===== src/rtl/txset_tracker.sv =====
module txset_tracker #(
  parameter int ADDR_W = 32,
  parameter int LINES  = 16,
  parameter int OFF_W  = 6
) (
  input  logic              clk,
  input  logic              rst_n,
  input  logic              req_valid,
  input  logic              req_store,
  input  logic              req_in_tx,
  input  logic [ADDR_W-1:0] req_addr,
  input  logic              snp_valid,
  input  logic              snp_excl,
  input  logic [ADDR_W-1:0] snp_addr,
  input  logic              tx_commit,
  input  logic              tx_abort,
  output logic              req_hit,
  output logic              conflict,
  output logic [1:0]        conflict_cause,
  output logic [LINES-1:0]  inv_mask,
  output logic [LINES-1:0]  line_valid,
  output logic [LINES-1:0]  rd_mark,
  output logic [LINES-1:0]  wr_mark
);
  localparam int IDX_W = $clog2(LINES);
  localparam int TAG_W = ADDR_W - OFF_W - IDX_W;

  logic [TAG_W-1:0] tag_q [LINES];
  logic             pending_q;

  wire [IDX_W-1:0] r_idx = req_addr[OFF_W +: IDX_W];
  wire [TAG_W-1:0] r_tag = req_addr[ADDR_W-1 -: TAG_W];
  wire [IDX_W-1:0] s_idx = snp_addr[OFF_W +: IDX_W];
  wire [TAG_W-1:0] s_tag = snp_addr[ADDR_W-1 -: TAG_W];

  wire quiet   = tx_commit | tx_abort;
  wire r_match = line_valid[r_idx] && (tag_q[r_idx] == r_tag);
  wire s_match = line_valid[s_idx] && (tag_q[s_idx] == s_tag);

  assign req_hit = req_valid && r_match;

  wire cap_cf = req_valid && !quiet && !r_match && line_valid[r_idx]
                && (rd_mark[r_idx] || wr_mark[r_idx]);
  wire req_ok = req_valid && !quiet && !cap_cf;
  wire wr_cf  = snp_valid && !quiet && s_match && wr_mark[s_idx];
  wire rd_cf  = snp_valid && !quiet && s_match && snp_excl && rd_mark[s_idx];

  wire [1:0] new_cause = wr_cf  ? 2'b10 :
                         rd_cf  ? 2'b01 :
                         cap_cf ? 2'b11 : 2'b00;
  wire fire = (new_cause != 2'b00) && !pending_q;

  always_ff @(posedge clk) begin
    if (!rst_n) begin
      conflict       <= 1'b0;
      conflict_cause <= 2'b00;
      inv_mask       <= '0;
      line_valid     <= '0;
      rd_mark        <= '0;
      wr_mark        <= '0;
      pending_q      <= 1'b0;
      for (int i = 0; i < LINES; i++) tag_q[i] <= '0;
    end else begin
      conflict       <= fire;
      conflict_cause <= fire ? new_cause : 2'b00;
      inv_mask       <= tx_abort ? wr_mark : '0;
      if (tx_abort) begin
        line_valid <= line_valid & ~wr_mark;
        rd_mark    <= '0;
        wr_mark    <= '0;
        pending_q  <= 1'b0;
      end else if (tx_commit) begin
        rd_mark <= '0;
        wr_mark <= '0;
      end else begin
        if (fire) pending_q <= 1'b1;
        if (req_ok) begin
          if (!r_match) begin
            line_valid[r_idx] <= 1'b1;
            tag_q[r_idx]      <= r_tag;
          end
          if (req_in_tx && !req_store) rd_mark[r_idx] <= 1'b1;
          if (req_in_tx &&  req_store) wr_mark[r_idx] <= 1'b1;
        end
      end
    end
  end


  rd_mark_set_chk: assert property (@(posedge clk) disable iff (!rst_n)
    (req_valid && req_in_tx && !req_store && !quiet && r_match) |=> rd_mark[$past(r_idx)]);


  wr_mark_set_chk: assert property (@(posedge clk) disable iff (!rst_n)
    (req_valid && req_in_tx && req_store && !quiet && r_match) |=> wr_mark[$past(r_idx)]);


  commit_clear_chk: assert property (@(posedge clk) disable iff (!rst_n)
    (tx_commit && !tx_abort) |=> (rd_mark == '0 && wr_mark == '0 && $stable(line_valid)));


  abort_inval_chk: assert property (@(posedge clk) disable iff (!rst_n)
    tx_abort |=> (inv_mask == $past(wr_mark) && (line_valid & inv_mask) == '0
                  && rd_mark == '0 && wr_mark == '0));


  single_pulse_chk: assert property (@(posedge clk) disable iff (!rst_n)
    conflict |=> !conflict);


  cause_idle_chk: assert property (@(posedge clk) disable iff (!rst_n)
    !conflict |-> conflict_cause == 2'b00);
endmodule


===== config.mk =====
export PLATFORM = sky130hd
export DESIGN_NAME = txset_tracker
export DESIGN_NICKNAME = d
export VERILOG_FILES = /design/src/rtl/txset_tracker.sv
export SDC_FILE = /design/constraint.sdc
export NUM_CORES = 1
export LEC_CHECK = 0
export ABC_AREA = 1
export BUFFER_PORTS_ARGS = -buffer_cell sky130_fd_sc_hd__buf_2
export CAP_MARGIN = 20
export CORE_AREA = 2 2 311 282
export DETAILED_ROUTE_END_ITERATION = 8
export DIE_AREA = 0 0 313 284
export SETUP_SLACK_MARGIN = 0.2
export SYNTH_ARGS = -nofsm -noshare
export SYNTH_HDL_FRONTEND = slang
export SYNTH_SLANG_ARGS = --single-unit

===== constraint.sdc =====
create_clock -name clk -period 9.25 [get_ports clk]
set_input_delay 1.3875 -clock clk [delete_from_list [all_inputs] [get_ports clk]]
set_output_delay 1.3875 -clock clk [all_outputs]
set_load 0.02 [all_outputs]

# Word level (Yosys, flattened, before mapping)
# Memory sizes are Yosys's and may differ from the RTL's.
# Cells that the tools add are included.
word_totals:
  regBits: 68
  ram_bits: 352
  output_inout_bits: 68
  mem_count: 1
mem_list:
  columns: ["name", "words", "word_bits", "rd", "rd_clocked_by_memory_dff", "wr", "line", "rtl"]
  rows:
  - ["tag_q", 16, 22, 2, 0, 16, "28", "logic [TAG_W-1:0] tag_q [LINES];"]
op_classes:
  magnitude_cmp: 3
  eq_ne: 4
  mux: 31
  bitwise_logic: 8
  reduce_logical: 34
op_table:
  columns: ["operator", "count"]
  rows:
  - ["2-to-1 mux 16 bit", 4]
  - ["bitwise OR 16 bit", 3]
  - ["== test 22 bit", 2]
  - ["binary-select mux 1 bit (select 4 bit)", 6]
  - ["2-to-1 mux 22 bit", 1]
  - ["OR reduction 22 bit", 1]
  - ["logical AND 1 bit", 17]
  - ["AND 16 bit", 1]
  - ["NOT 16 bit", 1]
  - ["2-to-1 mux 1 bit", 15]
  - ["less-than comparator 4 x 5 -> 1 bit, second input constant", 2]
  - ["AND reduction 2 bit", 5]
  - ["2-to-1 mux 2 bit", 3]
  - ["logical NOT 1 bit", 5]
  - ["demux 1 bit (select 4 bit)", 1]
  - [">= comparator 4 x 1 -> 1 bit, second input constant", 1]
  - ["2-to-1 mux 4 bit", 1]
  - ["nonzero test 2 bit", 2]
  - ["AND reduction 3 bit", 1]
  - ["OR reduction 3 bit", 1]
  - ["inequality test 2 x 1 -> 1 bit, second input constant", 1]
  - ["inequality test 2 bit, second input constant", 1]
  - ["NOT 1 bit", 2]
  - ["OR reduction 2 bit", 1]
  - ["2 further kinds", 2]

# Longest topological paths before layout
# Gate-level depths: netlist of the first run.
logic_depth:
  word_depth: 16
  mapped_depth: 24
  mapped_depth_nobuf: 20

# Least setup slack after synthesis of the first run
# OpenSTA, ideal clock, no wires.
synth_timing:
  path_type: "input-to-reg"
  from: "in req_addr[7]"
  to: "mem tag_q[0][0] in the netlist's numbering, enable pin"
  setup_time_ps: 432
  arrival_ps: 4537
  path_slack_ps: 4282
  cell_stages: 11
  cell_sequence: "buf_2 > buf_2 > buf_2 > nand2_2 > a21oi_1 > nor4_1 > o22ai_1 > o21ai_1 > nand3_4 > clkbuf_1 > o21ai_0"
synth_lines:
  columns: ["element", "line", "rtl"]
  rows:
  - ["start, declared", "11", "input logic [ADDR_W-1:0] req_addr,"]
  - ["end, declared", "28", null]

==> results of run 1 <==
[area by class of cell]
cell class              count  area [um2]
fillers                  8887       57000
well taps                1144        1430
clock buffers              66        1380
diodes                      2        5.00
multi-input cells        2268       11300
inverters                 305        1150
clock inverters            21         254
repair buffers            186        1210
flip-flops and latches    420       11900
[layer usage]
| layer | wire length [um] | share of wire, % |
|---|---|---|
| met5 | 19 | 0.019 |
| met4 | 4020 | 4.1 |
| met3 | 10400 | 11 |
| met2 | 43900 | 45 |
| met1 | 39400 | 40 |
[cells by family (layout without fill, tap and decap cells)]
group	Yosys count	after routing	synth area share [%]
AO/OA/AOI/OAI	462	462	10.1
buffers and inverters	556	578	9.70
flip-flops	420	420	46.8
other	0	2	0
AND/OR/NAND/NOR	1806	1806	33.4
[flip-flops by register name, indices dropped and copies added (netlist names)]
signal,cells
conflict_cause,2
wr_mark,16
tag_q,352
rd_mark,16
conflict,1
inv_mask,16
line_valid,16
pending_q,1
[worst max-delay path: cells and delay by family]
family | cells | cell delay [ps]
AND/OR/NAND/NOR | 12 | 2380
buffers and inverters | 6 | 2390
AO/OA/AOI/OAI | 1 | 330
[stage by stage]
| stage | total power [mW] | util [%] | setup WS, ps | cell area [um2] |
|---|---|---|---|---|
| CTS | 4.74 | 33.4 | 2930 | 28600 |
| global placement | 2.75 | 31.5 | 2430 | 27000 |
| floorplan | 2.53 | - | 4280 | 25500 |
| finish | 4.75 | 33.4 | 2830 | 28600 |
| detailed placement | 2.75 | 31.5 | 2380 | 27000 |
| global route | 4.88 | 33.4 | 2660 | 28600 |
[power groups by stage]
stage	Combinational, mW	Clock, mW	Sequential (mW)
final	0.610	2.02	2.12
after global routing	0.655	2.10	2.13
after CTS	0.594	2.03	2.12
after detailed placement	0.592	0	2.16
after global placement	0.589	0	2.16
after floorplan	0.369	0	2.16
[worst paths after layout]
path          startpoint      endpoint  slack [ps]  cells past startpoint
max          req_addr[7]  tag_q[5][16]        2830                     19
max reg2reg  tag_q[2][9]  tag_q[5][16]        4900                     17
min reg2reg    pending_q     pending_q         470                      2
min            pending_q     pending_q         470                      2
[placed cells by master, fill, tap and decap left out, drive strengths merged, types with 6 or more instances in the layout]
cell type	Yosys	routed
a21oi	180	180
buf	109	186
dfxtp	68	68
bufinv	0	6
edfxtp	352	352
nor2	151	151
nand2	1098	1098
inv	281	276
nand3	216	216
clkbuf	142	66
nor3	330	330
o211ai	99	99
clkinv	24	44
o21ai	178	178
==> results.sh, run 1 <==
export IMPL_outcome="completed"
export IMPL_grt_total_usage_pct=21.5
export IMPL_required_ps=9570
export IMPL_cp_slowest_cell="nand2_4"
export IMPL_hold_viol=0
export IMPL_coreArea_mm2=0.0856
export IMPL_power_internal_mw=3.44
export IMPL_worstSkewPairLatency_ps=600
export IMPL_portBuffers=128
export IMPL_vias_per_cell=5.27
export IMPL_power_frac_clock_pct=42.5
export IMPL_cts_resized=0
export IMPL_comb_power_share_pct=12.8
export IMPL_synth_warnings=0
export IMPL_cts_setup_buffers=0
export IMPL_rsz0062_at_grt="no"
export IMPL_layout_nets=3301
export IMPL_setup_viol=0
export IMPL_cts_hold_buf=0
export IMPL_hold_path_class="reg2reg"
export IMPL_cp_common_cell="nand2_1"
export IMPL_synth_ff_type="edfxtp_1"
export IMPL_layout_drive_gt1_share_pct=15.1
export IMPL_grt_max_degree=130
export IMPL_overflow=0
export IMPL_slew_violations=0
export IMPL_leakage_nw=11.3
export IMPL_cts_root_buf="clkbuf_16"
export IMPL_syn_area_mm2=0.0255
export IMPL_switching_share_pct=27.6
export IMPL_synthDistinctLibCells=33
export IMPL_synth_enable_flop_cells=352
export IMPL_die_area_mm2=0.0889
export IMPL_io_pins=141
export IMPL_slowest_delay_ps=750
export IMPL_dieWidth_um=313
export IMPL_synthTopCellsByArea="edfxtp_1, nand2_1, nor3_2, dfxtp_1, nand3_1"
export IMPL_initial_core_util_pct=29.8
export IMPL_worst_pin_slew_ps=1120
export IMPL_grt_util_met1_pct=28.8
export IMPL_dp_cells=4322
export IMPL_syn_nets=3317
export IMPL_yosysTopAreaCell="edfxtp_1"
export IMPL_gp_congestion=0.887
export IMPL_first_pass_iters=6
export IMPL_fp_row_count=102
export IMPL_path_max_fanout=73
export IMPL_crit_chain="buf_4, clkinv_2, buf_4, buf_4, nand2_1, nand2_1, nand2_1, nand2_1, o21ai_1, nand2_1, nor2_1, nand2_1, nor2_1, nand3_2, nand3_4, inv_2, nand2_4, buf_12, nor3_1"
export IMPL_cts_tree="yes"
export IMPL_synth_seq_cells=420
export IMPL_path_clk_slew_ps=60
export IMPL_end_kind="register"
export IMPL_dr_first_iter_drc_count=3089
export IMPL_holdWs_ps=473
export IMPL_syn_inst=3244
export IMPL_fin_setup_tns_ps=0
export IMPL_areaGrowthSynthToFinish_pct=12.3
export IMPL_relSlewSlack_pct=25.4
export IMPL_pwr_share_seq_pct=44.7
export IMPL_vdd_drop_max_mv=0.138
export IMPL_syn_area_per_cell_um2=7.86
export IMPL_wire_per_inst_um=22.2
export IMPL_drc=0
export IMPL_start_kind="input port"
export IMPL_yosysTopAreaCellShare_pct=41.4
export IMPL_synth_most_common_cell="nand2_1"
export IMPL_htree_num_levels=2
export IMPL_fin_crit_ps=6420
export IMPL_setup_worst_path_class="in2reg"
export IMPL_finalWirelength_mm=97.8
export IMPL_p_switching_mw=1.31
export IMPL_timing_final_crit_share_pct=69.4
export IMPL_grt_pass1_wl_mm=142
export IMPL_ant_nets=0
export IMPL_stdcell_count=4412
export IMPL_yosysSeqAreaShare_pct=46.8
export IMPL_drv_cap=0
export IMPL_synthTopCellsByCount="nand2_1, edfxtp_1, inv_1"
export IMPL_dp_hpwl_mm=56.5
export IMPL_fmax_mhz=156
export IMPL_use_met3_pct=4.13
export IMPL_vias=23259
export IMPL_busiest_layer="met2"
export IMPL_critical_path_arrival_ps=6740
export IMPL_gr_usage_met2_pct=33.7
export IMPL_fin_skew_ps=16.8
export IMPL_grt_pass1_vias=21265
export IMPL_cts_buffer_depth=3
export IMPL_power_per_cell_area_mw_per_mm2=166
export IMPL_synthArstFlopShare_pct=0
export IMPL_die_y_um=284
export IMPL_cts_sinks=420
export IMPL_numCtsBuffers=47
export IMPL_antenna_found_initial=8
No activity file was read; power rests on OpenSTA's default activity.
==> inputs of run 2 (changes only) <==
==> constraint.sdc (replaced) <==
create_clock -name clk -period 5.5 [get_ports clk]
set_input_delay 0.825 -clock clk [delete_from_list [all_inputs] [get_ports clk]]
set_output_delay 0.825 -clock clk [all_outputs]
set_load 0.02 [all_outputs]
==> run 2 against run 1 <==
  * First-iteration DRC count is 4.0% lower
  * Clock power grew 62%
  * Setup slack got worse by 2000 ps
  * Power is 67% higher
  * Combinational power increased by 77%
  * Count of clock-buffer cells in the layout down 1
  * Non-clock buffer count is 46 higher
  * Clock skew up 15 ps
  * Sequential share of layout area shrank 0.71 points
  * Cell count grew 1.1%
  * Largest cell class unchanged
  * Worst hold slack improved by 3.4 ps
==> results.sh, run 2 (same netlist as run 1, synthesis figures left out) <==
export IMPL_outcome="completed"
export IMPL_grt_pass1_wl_mm=145
export IMPL_cts_hold_buf=0
export IMPL_fin_skew_ps=31.9
export IMPL_overflow=0
export IMPL_leakage_nw=11.5
export IMPL_cp_common_cell="nand2_1"
export IMPL_crit_chain="buf_4, inv_4, buf_4, nand2_1, nand2_1, nand2_1, nand3_1, nand2_1, nand2_1, nor2_1, nand2_1, nand2_1, nor2_1, nand2_1, nor2_1, nand3_2, nor2_1, buf_2"
export IMPL_grt_max_degree=130
export IMPL_fmax_mhz=213
export IMPL_ant_nets=0
export IMPL_fin_setup_tns_ps=0
export IMPL_wire_per_inst_um=22.3
export IMPL_cts_sinks=420
export IMPL_final_cell_mix="nand2_1, edfxtp_1, inv_1, nand3_1, nor3_2"
export IMPL_numCtsBuffers=48
export IMPL_die_area_mm2=0.0889
export IMPL_hold_viol=0
export IMPL_drc=0
export IMPL_portBuffers=128
export IMPL_startpoint="req_addr[6]"
export IMPL_layout_drive_gt1_share_pct=15.9
export IMPL_hold_path_class="reg2reg"
export IMPL_cp_slowest_cell="inv_4"
export IMPL_power_per_cell_area_mw_per_mm2=272
export IMPL_worst_pin_slew_ps=1050
export IMPL_antenna_found_initial=6
export IMPL_dr_first_iter_drc_count=2966
export IMPL_first_pass_iters=6
export IMPL_cts_buffer_depth=3
export IMPL_gp_congestion=0.918
export IMPL_start_kind="input port"
export IMPL_worstSkewPairLatency_ps=620
export IMPL_drv_cap=0
export IMPL_crit_end="req_hit"
export IMPL_setup_worst_path_class="in2out"
export IMPL_timing_final_crit_share_pct=85.5
export IMPL_crit_family="simple AND/OR/NAND/NOR gates"
export IMPL_path_max_fanout=49
export IMPL_cts_root_buf="clkbuf_16"
export IMPL_finalWirelength_mm=99.4
export IMPL_timing_rr_start="line_valid[10]"
export IMPL_largest_reg_flops=352
export IMPL_fp_row_count=102
export IMPL_vdd_drop_max_mv=0.214
export IMPL_rsz0062_at_grt="no"
export IMPL_relSlewSlack_pct=29.8
export IMPL_grt_pass1_vias=21666
export IMPL_vias_per_cell=5.30
export IMPL_regToRegSetupSlack_ps=1850
export IMPL_vias=23645
export IMPL_largest_register="tag_q"
export IMPL_slew_violations=0
export IMPL_dieWidth_um=313
export IMPL_worst_path_stages=18
export IMPL_coreArea_mm2=0.0856
export IMPL_dp_hpwl_mm=59.6
export IMPL_power_mw=7.91
export IMPL_critical_path_arrival_ps=3880
export IMPL_required_ps=4680
export IMPL_path_buf_inv=4
export IMPL_io_pins=141
export IMPL_slowest_delay_ps=640
export IMPL_fin_crit_ps=4700
export IMPL_cts_resized=0
export IMPL_end_kind="output port"
export IMPL_setup_viol=0
export IMPL_cts_tree="yes"
export IMPL_reg2reg_depth=17
export IMPL_layout_nets=3348
export IMPL_initial_core_util_pct=29.8
export IMPL_layout_commonest_cell="nand2_1"
export IMPL_htree_num_levels=2
export IMPL_path_clk_slew_ps=60
export IMPL_cts_setup_buffers=0
export IMPL_areaGrowthSynthToFinish_pct=14.2
export IMPL_die_y_um=284
export IMPL_reg2reg_to="tag_q[4][3]"
export IMPL_grt_total_usage_pct=21.8
## run 2: power by group
part	leakage [nW]	switching, mW	internal, mW	total [mW]
Combinational	6.53	0.808	0.267	1.08
Clock	0.754	1.36	1.91	3.27
Sequential	4.23	0.0423	3.53	3.57
## run 2: worst min-delay path by stage
| stage | startpoint | endpoint | slack, ps | cells past startpoint |
|---|---|---|---|---|
| finish | pending_q | pending_q | 480 | 2 |
| global route | pending_q | pending_q | 520 | 2 |
| CTS | pending_q | pending_q | 480 | 2 |
| detailed placement | pending_q | pending_q | 470 | 2 |
| global placement | pending_q | pending_q | 460 | 2 |
| floorplan | pending_q | pending_q | 450 | 2 |
## run 2: per-layer routing
layer  vias up  share of wire, %  global-route usage, %
met5         -                 0                      0
met4         0               4.3                   9.17
met3       263                11                   4.26
met2      1357                44                   33.6
met1     11196                41                   29.7
li1      10829                 -                      -
## run 2: layout make-up
| cell class | instances | area [um2] |
|---|---|---|
| diodes | 5 | 12.5 |
| clock buffers | 65 | 1280 |
| clock inverters | 22 | 265 |
| fillers | 8849 | 56500 |
| inverters | 305 | 1150 |
| multi-input cells | 2268 | 11300 |
| flip-flops and latches | 420 | 11900 |
| well taps | 1144 | 1430 |
| repair buffers | 232 | 1780 |
## run 2: worst reg2reg max path, cell delays in order (launching register included)
cell     delay [ps]
dfxtp_1         370
inv_1            90
a21oi_1         140
nand2_1         120
nand2_1          80
nand2_1          50
nor2_1          520
nand2_1         100
nor2_1          170
nand2_1         140
nor2_1          140
nand3_2         230
nand3_4         300
inv_2           180
nand2_4         140
buf_12          230
buf_12          270
nor3_1           90
## run 2: per-stage QoR
step	util, %	hold slack, ps	cells	setup slack, ps	cell area, um2
after floorplan	-	451	3244	1090	25500
after global placement	32.1	462	4367	478	27500
after detailed placement	32.2	469	4368	484	27600
after CTS	34.0	477	4455	820	29100
after global routing	34.0	523	4460	628	29100
final	34.0	477	4461	798	29100
